File: src/rtl/lss_pkg.sv
package lss_pkg;

    localparam int SEL_W = 3;
    localparam logic [SEL_W-1:0] SEL_ALLOFF = 3'b011;

    typedef enum logic [1:0] {
        REQ_OFF   = 2'b00,
        REQ_RING  = 2'b01,
        REQ_TALK  = 2'b10,
        REQ_OTHER = 2'b11
    } req_e;

    typedef enum logic [2:0] {
        ST_ALLOFF = 3'd0,
        ST_RING   = 3'd1,
        ST_TALK   = 3'd2,
        ST_OTHER  = 3'd3,
        ST_DRAIN  = 3'd4
    } state_e;

endpackage

File: src/rtl/lss_in_latch.sv
module lss_in_latch #(
    parameter int W = 3,
    parameter logic [W-1:0] RST_VAL = '0
) (
    input  logic         clk,
    input  logic         rst_n,
    input  logic         hold,
    input  logic [W-1:0] sel_in,
    output logic [W-1:0] sel_eff
);

    logic [W-1:0] held_q;

    always_ff @(posedge clk) begin
        if (!rst_n)
            held_q <= RST_VAL;
        else if (!hold)
            held_q <= sel_in;
    end

    always_comb begin
        sel_eff = hold ? held_q : sel_in;
    end

    AST_LATCH_FROZEN: assert property (@(posedge clk) disable iff (!rst_n)
        hold |=> $stable(held_q));

    AST_LATCH_FOLLOWS: assert property (@(posedge clk) disable iff (!rst_n)
        !hold |=> held_q == $past(sel_in));

endmodule

File: src/rtl/lss_decode.sv
module lss_decode
    import lss_pkg::*;
#(
    parameter int W = SEL_W
) (
    input  logic         alt_cfg,
    input  logic [W-1:0] sel,
    output req_e         req
);

    always_comb begin
        if (sel[1] && sel[0])
            req = REQ_OFF;
        else if (alt_cfg || sel[2])
            req = REQ_OTHER;
        else if (sel[1])
            req = REQ_RING;
        else if (!sel[0])
            req = REQ_TALK;
        else
            req = REQ_OTHER;
    end

endmodule

File: src/rtl/lss_fsm.sv
module lss_fsm
    import lss_pkg::*;
(
    input  logic       clk,
    input  logic       rst_n,
    input  req_e       req,
    input  logic       force_off,
    input  logic       zc,
    output logic       brk_on,
    output logic       ring_ret_on,
    output logic       ring_on,
    output logic       test_on,
    output logic [1:0] state_code
);

    state_e state_q, state_d;
    req_e   req_eff;

    function automatic state_e to_state(input req_e r);
        case (r)
            REQ_RING:  return ST_RING;
            REQ_TALK:  return ST_TALK;
            REQ_OTHER: return ST_OTHER;
            default:   return ST_ALLOFF;
        endcase
    endfunction

    always_comb begin
        req_eff = force_off ? REQ_OFF : req;
    end

    always_comb begin
        state_d = state_q;
        unique case (state_q)
            ST_ALLOFF, ST_TALK, ST_OTHER: state_d = to_state(req_eff);
            ST_RING: begin
                if (req_eff == REQ_RING) state_d = ST_RING;
                else if (zc)             state_d = ST_ALLOFF;
                else                     state_d = ST_DRAIN;
            end
            ST_DRAIN: begin
                if (req_eff == REQ_RING) state_d = ST_RING;
                else if (zc)             state_d = ST_ALLOFF;
                else                     state_d = ST_DRAIN;
            end
            default: state_d = ST_ALLOFF;
        endcase
    end

    always_ff @(posedge clk) begin
        if (!rst_n) state_q <= ST_ALLOFF;
        else        state_q <= state_d;
    end

    always_comb begin
        brk_on      = 1'b0;
        ring_ret_on = 1'b0;
        ring_on     = 1'b0;
        test_on     = 1'b0;
        state_code  = REQ_OFF;
        unique case (state_q)
            ST_ALLOFF: state_code = REQ_OFF;
            ST_TALK: begin
                brk_on     = 1'b1;
                state_code = REQ_TALK;
            end
            ST_RING: begin
                ring_ret_on = 1'b1;
                ring_on     = 1'b1;
                state_code  = REQ_RING;
            end
            ST_OTHER: state_code = REQ_OTHER;
            ST_DRAIN: begin
                ring_on    = 1'b1;
                state_code = REQ_OFF;
            end
            default: state_code = REQ_OFF;
        endcase
    end

    AST_FORCE_ALLOFF: assert property (@(posedge clk) disable iff (!rst_n)
        force_off |=> (!brk_on && !ring_ret_on));

    AST_RING_WAITS_ZC: assert property (@(posedge clk) disable iff (!rst_n)
        (ring_on && !zc) |=> ring_on);

    AST_RING_RELEASE: assert property (@(posedge clk) disable iff (!rst_n)
        (ring_on && zc && req_eff != REQ_RING) |=> !ring_on);

    AST_BREAK_AFTER_RING: assert property (@(posedge clk) disable iff (!rst_n)
        ring_on |=> !brk_on);

    AST_RE_RING: assert property (@(posedge clk) disable iff (!rst_n)
        (ring_on && req_eff == REQ_RING) |=> ring_ret_on);

endmodule

File: src/rtl/line_switch_ctrl.sv
module line_switch_ctrl
    import lss_pkg::*;
(
    input  logic       clk,
    input  logic       rst_n,
    input  logic       ctl0,
    input  logic       ctl1,
    input  logic       ctl2,
    input  logic       alt_cfg,
    input  logic       hold_en,
    input  logic       dis_n,
    input  logic       therm_n,
    input  logic       zc_pulse,
    output logic       brk_on,
    output logic       ring_ret_on,
    output logic       ring_on,
    output logic       test_on,
    output logic [1:0] state_code
);

    logic [SEL_W-1:0] sel_raw;
    logic [SEL_W-1:0] sel_eff;
    req_e             dec_req;
    logic             force_off;

    always_comb begin
        sel_raw   = {ctl2, ctl1, ctl0};
        force_off = !dis_n || !therm_n;
    end

    lss_in_latch #(
        .W       (SEL_W),
        .RST_VAL (SEL_ALLOFF)
    ) u_latch (
        .clk     (clk),
        .rst_n   (rst_n),
        .hold    (hold_en),
        .sel_in  (sel_raw),
        .sel_eff (sel_eff)
    );

    lss_decode #(
        .W (SEL_W)
    ) u_decode (
        .alt_cfg (alt_cfg),
        .sel     (sel_eff),
        .req     (dec_req)
    );

    lss_fsm u_fsm (
        .clk         (clk),
        .rst_n       (rst_n),
        .req         (dec_req),
        .force_off   (force_off),
        .zc          (zc_pulse),
        .brk_on      (brk_on),
        .ring_ret_on (ring_ret_on),
        .ring_on     (ring_on),
        .test_on     (test_on),
        .state_code  (state_code)
    );

endmodule

File: config.mk
export PLATFORM = sky130hd
export DESIGN_NAME = line_switch_ctrl
export DESIGN_NICKNAME = d
export VERILOG_FILES = /design/src/rtl/lss_pkg.sv /design/src/rtl/lss_in_latch.sv /design/src/rtl/lss_decode.sv /design/src/rtl/lss_fsm.sv /design/src/rtl/line_switch_ctrl.sv
export SDC_FILE = /design/constraint.sdc
export NUM_CORES = 1
export LEC_CHECK = 0
export BUFFER_PORTS_ARGS = -buffer_cell sky130_fd_sc_hd__buf_2
export CORE_AREA = 5 5 42 44
export CTS_CLUSTER_DIAMETER = 200
export DETAILED_ROUTE_END_ITERATION = 8
export DIE_AREA = 0 0 47 49
export SLEW_MARGIN = 20
export SYNTH_ARGS = -nofsm -noshare
export SYNTH_HDL_FRONTEND = slang
export SYNTH_HIERARCHICAL = 1
export SYNTH_SLANG_ARGS = --single-unit
File: constraint.sdc
create_clock -name clk -period 1.3 [get_ports clk]
set_input_delay 0.13 -clock clk [delete_from_list [all_inputs] [get_ports clk]]
set_output_delay 0.13 -clock clk [all_outputs]
set_load 0.05 [all_outputs]
==> flow_results.org, run 1 <==
** Clock tree
- Cts hold-fix bufs :: 0
- Clock latency on the worst-skew pair :: 0.24 ns
- Longest Clk Path Bufs :: 2
- TritonCTS built the clock tree.
- CTS saw 6 sinks.
- TritonCTS created 3 clock buffers.
- CTS built an H-tree with a depth of 1.
- Worst-path clk slew :: 0.04 ns
- Root buffer selected by CTS :: clkbuf_4

** Route
- Detailed routing inserted a total of 303 vias.
- For this block, the initial DRC count from the detailed router was 1.
- The first detailed-routing pass took 4 iterations.
- For this run, design rule violations remaining after detail routing come to 0.
- After detailed routing, the number of vias per cell comes to 4.39.
- Final ANT Viol Nets :: 0
- Final wirelength :: 701 um
- After detailed routing, the average wire length per cell comes to 10.2 um.

** Yosys
- After technology mapping, the gate count stands at 36.
- Counting every net in the synthesized netlist gives 46.
- After synthesis, the netlist uses 22 different library cells.
- Each instance of the synthesized netlist takes up on average 8.83 um2.
- Synthesis inferred 6 register bits.
- The cell area that synthesis handed to floorplanning was 318 um2.
- During synthesis, Yosys emitted a total of 6 warnings.
- Seq/Total Area, Yosys :: 0.378

** Global routing
- Global-route usage over all layers :: 0.0692
- Maximum number of pins on one net before global-route repair :: 6
- Via count of the first global-routing pass :: 267
- The number of antenna violations at the first check in global routing came to 0.
- GR Overflow Total :: 0
- The first global-routing pass estimated 1080 um of wire.

** Worst setup path
- The slowest stage of the critical path is the dfxtp_4 cell.
- Worst path required time :: 1.17 ns
- Series of cell instances along the critical path :: and2b_2 -> and2_2 -> buf_6
- Arrival time worst endpoint :: 1.13 ns
- The largest single stage delay on the critical path is 0.34 ns.
- Critical-path maximum fanout :: 3
- Crit Path Category :: flip-flop to output pin
- Startpoint type of the worst setup path :: flip-flop
- Crit end category :: output pin

** Run status
- The run finished with clean final reports.

** Finish
- Final design instance area without fill :: 478 um2
- Relative to the synthesized area, the layout overhead comes to 50.4%.
- NumNets Final :: 65
- Fill cells in the final layout number 160.
- Ratio of cells with drive above 1 in the final layout :: 0.566
- Non-filler cells in the finished layout :: 69
- The repair_antennas step left the layout with diodes totalling 0.
- Share of the core filled with cells in the final layout :: 0.341

** Placed design
- The wire-length estimate of the detail-placed layout is 521 um.
- Final weighted congestion in routability-driven placement :: 0.623
- Input and output buffers added on the ports amount to 14.
- Total placed instance area :: 407 um2
- Cells after DPL :: 65

** Die
- For this configuration, the core starts out at a cell density of 0.227.
- The floorplan step defined a die boundary enclosing 0.00230 mm2.
- Area of the placeable core :: 0.00140 mm2
- Die span in y :: 49 um
- # rows :: 14
- Measured along the x axis, the die boundary spans 47 um.
- Count of boundary I/O pins :: 16

** Power
- Of the total power, the share spent switching nets is 0.277.
- The analysis attributes to cell leakage a power of 0.232 nW.
- Internal power component :: 342 uW
- VDD IR max :: 527 uV
- For this design the ratio of total power to cell area is 990 mW/mm2.
- P_sw :: 131 uW
- The share of total power dissipated in the clock network is 0.345.
- Share of power burned in combinational logic :: 0.240
- The share of total power dissipated in sequential elements is 0.415.

** STA
- Fmax achieved :: 0.792 GHz
- Time the worst path needs with I/O delays and setup :: 1.26 ns
- Number of failing hold endpoints at the final stage :: 0
- Of the available clock period, the critical path in the final layout requires 0.971.
- For the final database, setup skew stands at 0.000430 ns.
- Final-report max-slew violation count :: 0
- Setup repair after global routing left no endpoint under its margin.
- Number of failing setup endpoints in the final timing report :: 0
- Fin Hold WS :: 0.141 ns

** Worst hold path
- Path category of the worst min-delay check :: input port to flip-flop

** Run
- Max-cap violations :: 0
==> per-layer routing <==
| metal | global-route usage | wire, um | vias to the layer above |
|---|---|---|---|
| li1 | - | - | 156 |
| met3 | 0.0554 | 77 | 2 |
| met5 | 0 | 0 | - |
| met1 | 0.0708 | 251 | 132 |
| met2 | 0.0950 | 365 | 13 |
| met4 | 0.0415 | 5 | 0 |
==> cells in the final DEF (no fill, tap or decap) <==
cell type / synthesis / routed
clkbuf_4: 0 / 5
or2_1: 2 / 2
o21a_1: 1 / 1
dfxtp_1: 6 / 4
nor2b_1: 1 / 1
conb_1: 1 / 1
and3_1: 1 / 1
and4b_1: 1 / 1
xnor2_1: 1 / 1
a21oi_1: 2 / 2
dfxtp_2: 0 / 1
and2b_2: 1 / 1
inv_1: 2 / 2
mux2_4: 2 / 3
o21ai_2: 0 / 1
and2_1: 2 / 1
buf_4: 1 / 1
nor3_2: 0 / 1
nor2_2: 1 / 2
nor4_4: 0 / 1
buf_2: 0 / 11
o211a_1: 1 / 1
buf_6: 0 / 1
nor2_1: 4 / 3
and2_2: 0 / 1
nand2_1: 2 / 2
dfxtp_4: 0 / 1
==> sequential cells by signal (all words and copies together) (netlist names) <==
signal	cells
u_fsm/state_q	3
u_latch/held_q	3
==> kinds of logic (layout without fill, tap and decap cells) <==
logic type	Yosys count	in the layout	synth area share
xor gates and xnor gates	1	1	0.0276
and+or+nand+nor	17	17	0.303
DFF	6	6	0.378
muxes	3	3	0.130
AOI/OAI and AO/OA	5	5	0.102
buffers and inverters	3	20	0.0473
other	1	1	0.0118
==> synth_stat cells, drive strengths merged <==
master  number  share of area
a21oi        2          0.031
and2         2          0.039
and2b        1          0.028
and3         1          0.020
and4b        1          0.031
buf          1          0.024
conb         1          0.012
dfxtp        6           0.38
inv          2          0.024
mux2         3           0.13
nand2        2          0.024
nor2         5          0.067
nor2b        1          0.020
nor3         1          0.016
nor4         1          0.020
o211a        1          0.031
o21a         1          0.024
o21ai        1          0.016
or2          2          0.039
xnor2        1          0.028
==> repair_timing <==
item                       4_1_cts  5_1_grt
setup endpoints to repair        1        5
buffers inserted                 1        0
pin swaps                        0        2
gates resized for setup          4        9
==> critical path, delay by kind of cell (launching register included) <==
| family | cells | cell delay [ns] |
|---|---|---|
| buffers and inverters | 1 | 0.15 |
| flip-flops | 1 | 0.34 |
| AND/OR/NAND/NOR | 2 | 0.40 |
==> cell type report <==
| cell class | count | area [um2] | share of cell area |
|---|---|---|---|
| repair buffers | 15 | 88.8 | 0.186 |
| multi-input cells | 27 | 214 | 0.448 |
| well taps | 16 | 20.0 | 0.0419 |
| clock buffers | 3 | 22.5 | 0.0471 |
| flip-flops and latches | 6 | 125 | 0.262 |
| inverters | 2 | 7.51 | 0.0157 |
==> power groups by stage <==
stage / Combinational, mW / Clock, mW / Sequential, mW
2_1_floorplan: 0.0716 / 0 / 0.200
3_3_place_gp: 0.0955 / 0 / 0.201
3_5_place_dp: 0.0965 / 0 / 0.201
4_1_cts: 0.100 / 0.173 / 0.196
5_1_grt: 0.123 / 0.187 / 0.197
6_report: 0.113 / 0.163 / 0.196
==> through the flow <==
stage	total power [mW]	setup WS [ns]	TNS (ns)
final	0.473	0.0379	0
after floorplan	0.272	0.0607	0
after detailed placement	0.297	-0.0187	-0.0187
after global routing	0.506	0.00202	0
after CTS	0.469	0.0235	0
after global placement	0.297	0.000752	0
==> final timing paths <==
path / start / to / slack [ns] / depth (start not counted)
max reg2reg: u_latch/held_q[0]$_SDFF_PN1_ / u_fsm/state_q[2]$_SDFF_PN0_ / 0.08 / 5
max: u_fsm/state_q[2]$_SDFF_PN0_ / ring_ret_on / 0.04 / 3
min: rst_n / u_latch/held_q[2]$_SDFF_PN0_ / 0.14 / 2
min reg2reg: u_latch/held_q[1]$_SDFF_PN1_ / u_latch/held_q[1]$_SDFF_PN1_ / 0.60 / 2
No activity file was read; power rests on OpenSTA's default activity.
==> run 2, diff against run 1 <==
Settings changed: SETUP_SLACK_MARGIN set to 0.15.
==> flow_results.org, run 2 (synthesis results as in run 1) <==
** Worst setup path
- CP endpoint :: ring_ret_on
- Worst path required time :: 1.17 ns (about the same)
- The data arrival time at the worst-slack endpoint is 1.12 ns (about the same).
- Critical-path maximum fanout :: 4 (+1)
- Reg-to-reg critical path startpoint :: u_latch/held_q[0]$_SDFF_PN1_
- The logic depth of the worst register-to-register path is 5 (unchanged).
- The critical path starts at u_fsm/state_q[2]$_SDFF_PN0_.
- Crit end category :: output pin
- R2R Setup Slk :: 0.08 ns (about the same)
- In this run the critical register-to-register path is captured at u_fsm/state_q[2]$_SDFF_PN0_.
- The worst setup path is of the flip-flop to output pin kind.
- Startpoint type of the worst setup path :: flip-flop

** Route
- The iteration count of the initial detailed-routing pass came to 2 (-2).
- The first-iteration detailed-routing DRC count is 7 (+6).
- DRC violations left :: 0 (unchanged)
- Via density per instance :: 4.29 (-2.4%)
- Final ANT Viol Nets :: 0 (unchanged)
- Final wirelength :: 726 um (+3.6%)
- The via count was 300 (-0.99%).
- Routed wirelength normalized by instance count :: 10.4 um (+2.1%)

** Clock tree
- The tree is rooted in a clkbuf_4.
- Longest Clk Path Bufs :: 2 (unchanged)
- TritonCTS clock tree :: yes
- Worst-path clk slew :: 0.04 ns (about the same)
- The count of clock tree sinks was 6 (unchanged).
- Clock latency on the worst-skew pair :: 0.24 ns (about the same)
- Number of buffers created by CTS :: 3 (unchanged)
- The number of H-tree levels was 1 (unchanged).
- Cts hold-fix bufs :: 0 (unchanged)

** Power
- The leakage power is 0.243 nW (+5.0%).
- Overall Power :: 488 uW (+3.2%)
- The ratio of total power to cell area came to 934 mW/mm2 (-5.7%).
- VDD IR max :: 664 uV (+26%)

** STA
- The final number of hold-violating endpoints was 0 (unchanged).
- The aggregate negative setup slack came to 0 ns (unchanged).
- The count of final max-slew check failures is 0 (unchanged).
- The final setup skew came to 0.00465 ns (+0.00422 ns).
- Setup repair after global routing could not meet its margin everywhere.
- Fmax achieved :: 0.803 GHz (+1.3%)
- Number of failing setup endpoints in the final timing report :: 0 (unchanged)
- The time the worst path needs with I/O delays and setup was 1.25 ns (-0.0164 ns).
- Part of the cycle the worst path needs :: 0.958 (-0.0126)

** Placed design
- The number of cells in the design after placement came to 65 (unchanged).
- Detailed placer's ending HPWL :: 537 um (+3.2%)
- Final weighted congestion in routability-driven placement :: 0.699 (+12%)
- The count of input and output buffers is 14 (unchanged).

** Global routing
- Maximum number of pins on one net before global-route repair :: 6 (unchanged)
- The via count of the first global-routing pass is 333 (+25%).
- Global-route wire length before repair :: 1260 um (+17%)
- Global-route usage over all layers :: 0.0769 (+0.00776)
- Antenna violations before repair :: 0 (unchanged)
- The residual overflow from global routing was 0 (unchanged).

** Finish
- Layout fillers :: 156 (-2.5%)
- The library cells used most frequently in the layout, excluding fill and tap cells, are buf_2 (9), clkbuf_4 (4), buf_6 (4), mux2_4 (3), dfxtp_1 (3).
- Leading registers by flop count :: u_fsm/state_q: 3 flops, u_latch/held_q: 3 flops
- The ratio of cells with drive above 1 in the final layout is 0.648 (+0.0821).
- Leading cell type in the layout, fill and taps excluded :: buf_2
- Area growth from synthesis to final layout :: 64.6%
- Count of inserted antenna diode cells :: 0 (unchanged)
- The non-filler instance count after layout came to 70 (+1.4%).
- NumNets Final :: 66 (+1.5%)

** Die
- The count of standard-cell rows is 14 (unchanged).
- The number of primary I/O pins is 16 (unchanged).
- The placeable core area is 0.00140 mm2 (unchanged).
- Initial cell density of the core :: 0.227 (unchanged)
- The floorplan die area is 0.00230 mm2 (unchanged).
- Die span in y :: 49 um (unchanged)
- The horizontal die dimension was 47 um (unchanged).

** Run
- The max-cap check violation count is 0 (unchanged).

** Worst hold path
- Path category of the worst min-delay check :: input port to flip-flop
- In this run the most critical hold path is launched from rst_n.
- Worst Hold Path Cells :: 2 (unchanged)

** Run status
- The flow ran to the end, and the final reports show no timing, DRC or antenna violations.
## run 2: cell types whose count changed in the layout (fill, tap and decap cells not counted), sizes merged
cell / previous run / this run
buf: 13 / 15
clkbuf: 5 / 4
## run 2: report_power, final
part | switching, mW | leakage [nW] | internal [mW]
Sequential | 0.00503 | 0.0509 | 0.192
Combinational | 0.0700 | 0.179 | 0.0544
Clock | 0.0630 | 0.0138 | 0.104
Total | 0.138 | 0.243 | 0.350
## run 2: worst max-delay path: stages, from the launching register on
cell,delay (ns)
dfxtp_4,0.36
and2b_2,0.22
and2_4,0.15
buf_6,0.14
## run 2: metal layers
layer	part of all wire	global-route usage
met5	0	0
met4	0	0.0276
met3	0.090	0.0590
met2	0.53	0.127
met1	0.38	0.0686
## run 2: layout make-up
type                            instances  area, um2  area share
Inverter                                2       7.51      0.0144
Multi-Input combinational cell         27        234       0.447
Tap cell                               16       20.0      0.0383
Timing Repair Buffer                   16        113       0.215
Clock buffer                            3       22.5      0.0431
Sequential cell                         6        126       0.242
## run 2: what timing repair did
action / 4_1_cts / 5_1_grt
resized for setup: 14 / 9
endpoints found under the setup margin: 7 / 7
pin swaps: 0 / 2
setup buffers: 2 / 0
hold endpoints to repair: 0 / 0
## run 2: how the worst min path moves through the flow
stage,end
after floorplan,u_latch/held_q[2]$_SDFF_PN0_
after global placement,u_latch/held_q[2]$_SDFF_PN0_
after detailed placement,u_latch/held_q[2]$_SDFF_PN0_
after CTS,u_latch/held_q[2]$_SDFF_PN0_
after global routing,u_latch/held_q[2]$_SDFF_PN0_
final,u_latch/held_q[2]$_SDFF_PN0_
## run 2: metrics by stage
step,utilization,cell area [um2],setup slack (ns),hold WS [ns]
6_report,0.373,523,0.0543,0.136
5_1_grt,0.373,523,0.0150,0.152
4_1_cts,0.346,484,0.0578,0.128
3_5_place_dp,0.291,408,-0.0328,0.381
3_3_place_gp,0.291,408,-0.0195,0.378
2_1_floorplan,-,325,0.0607,0.252
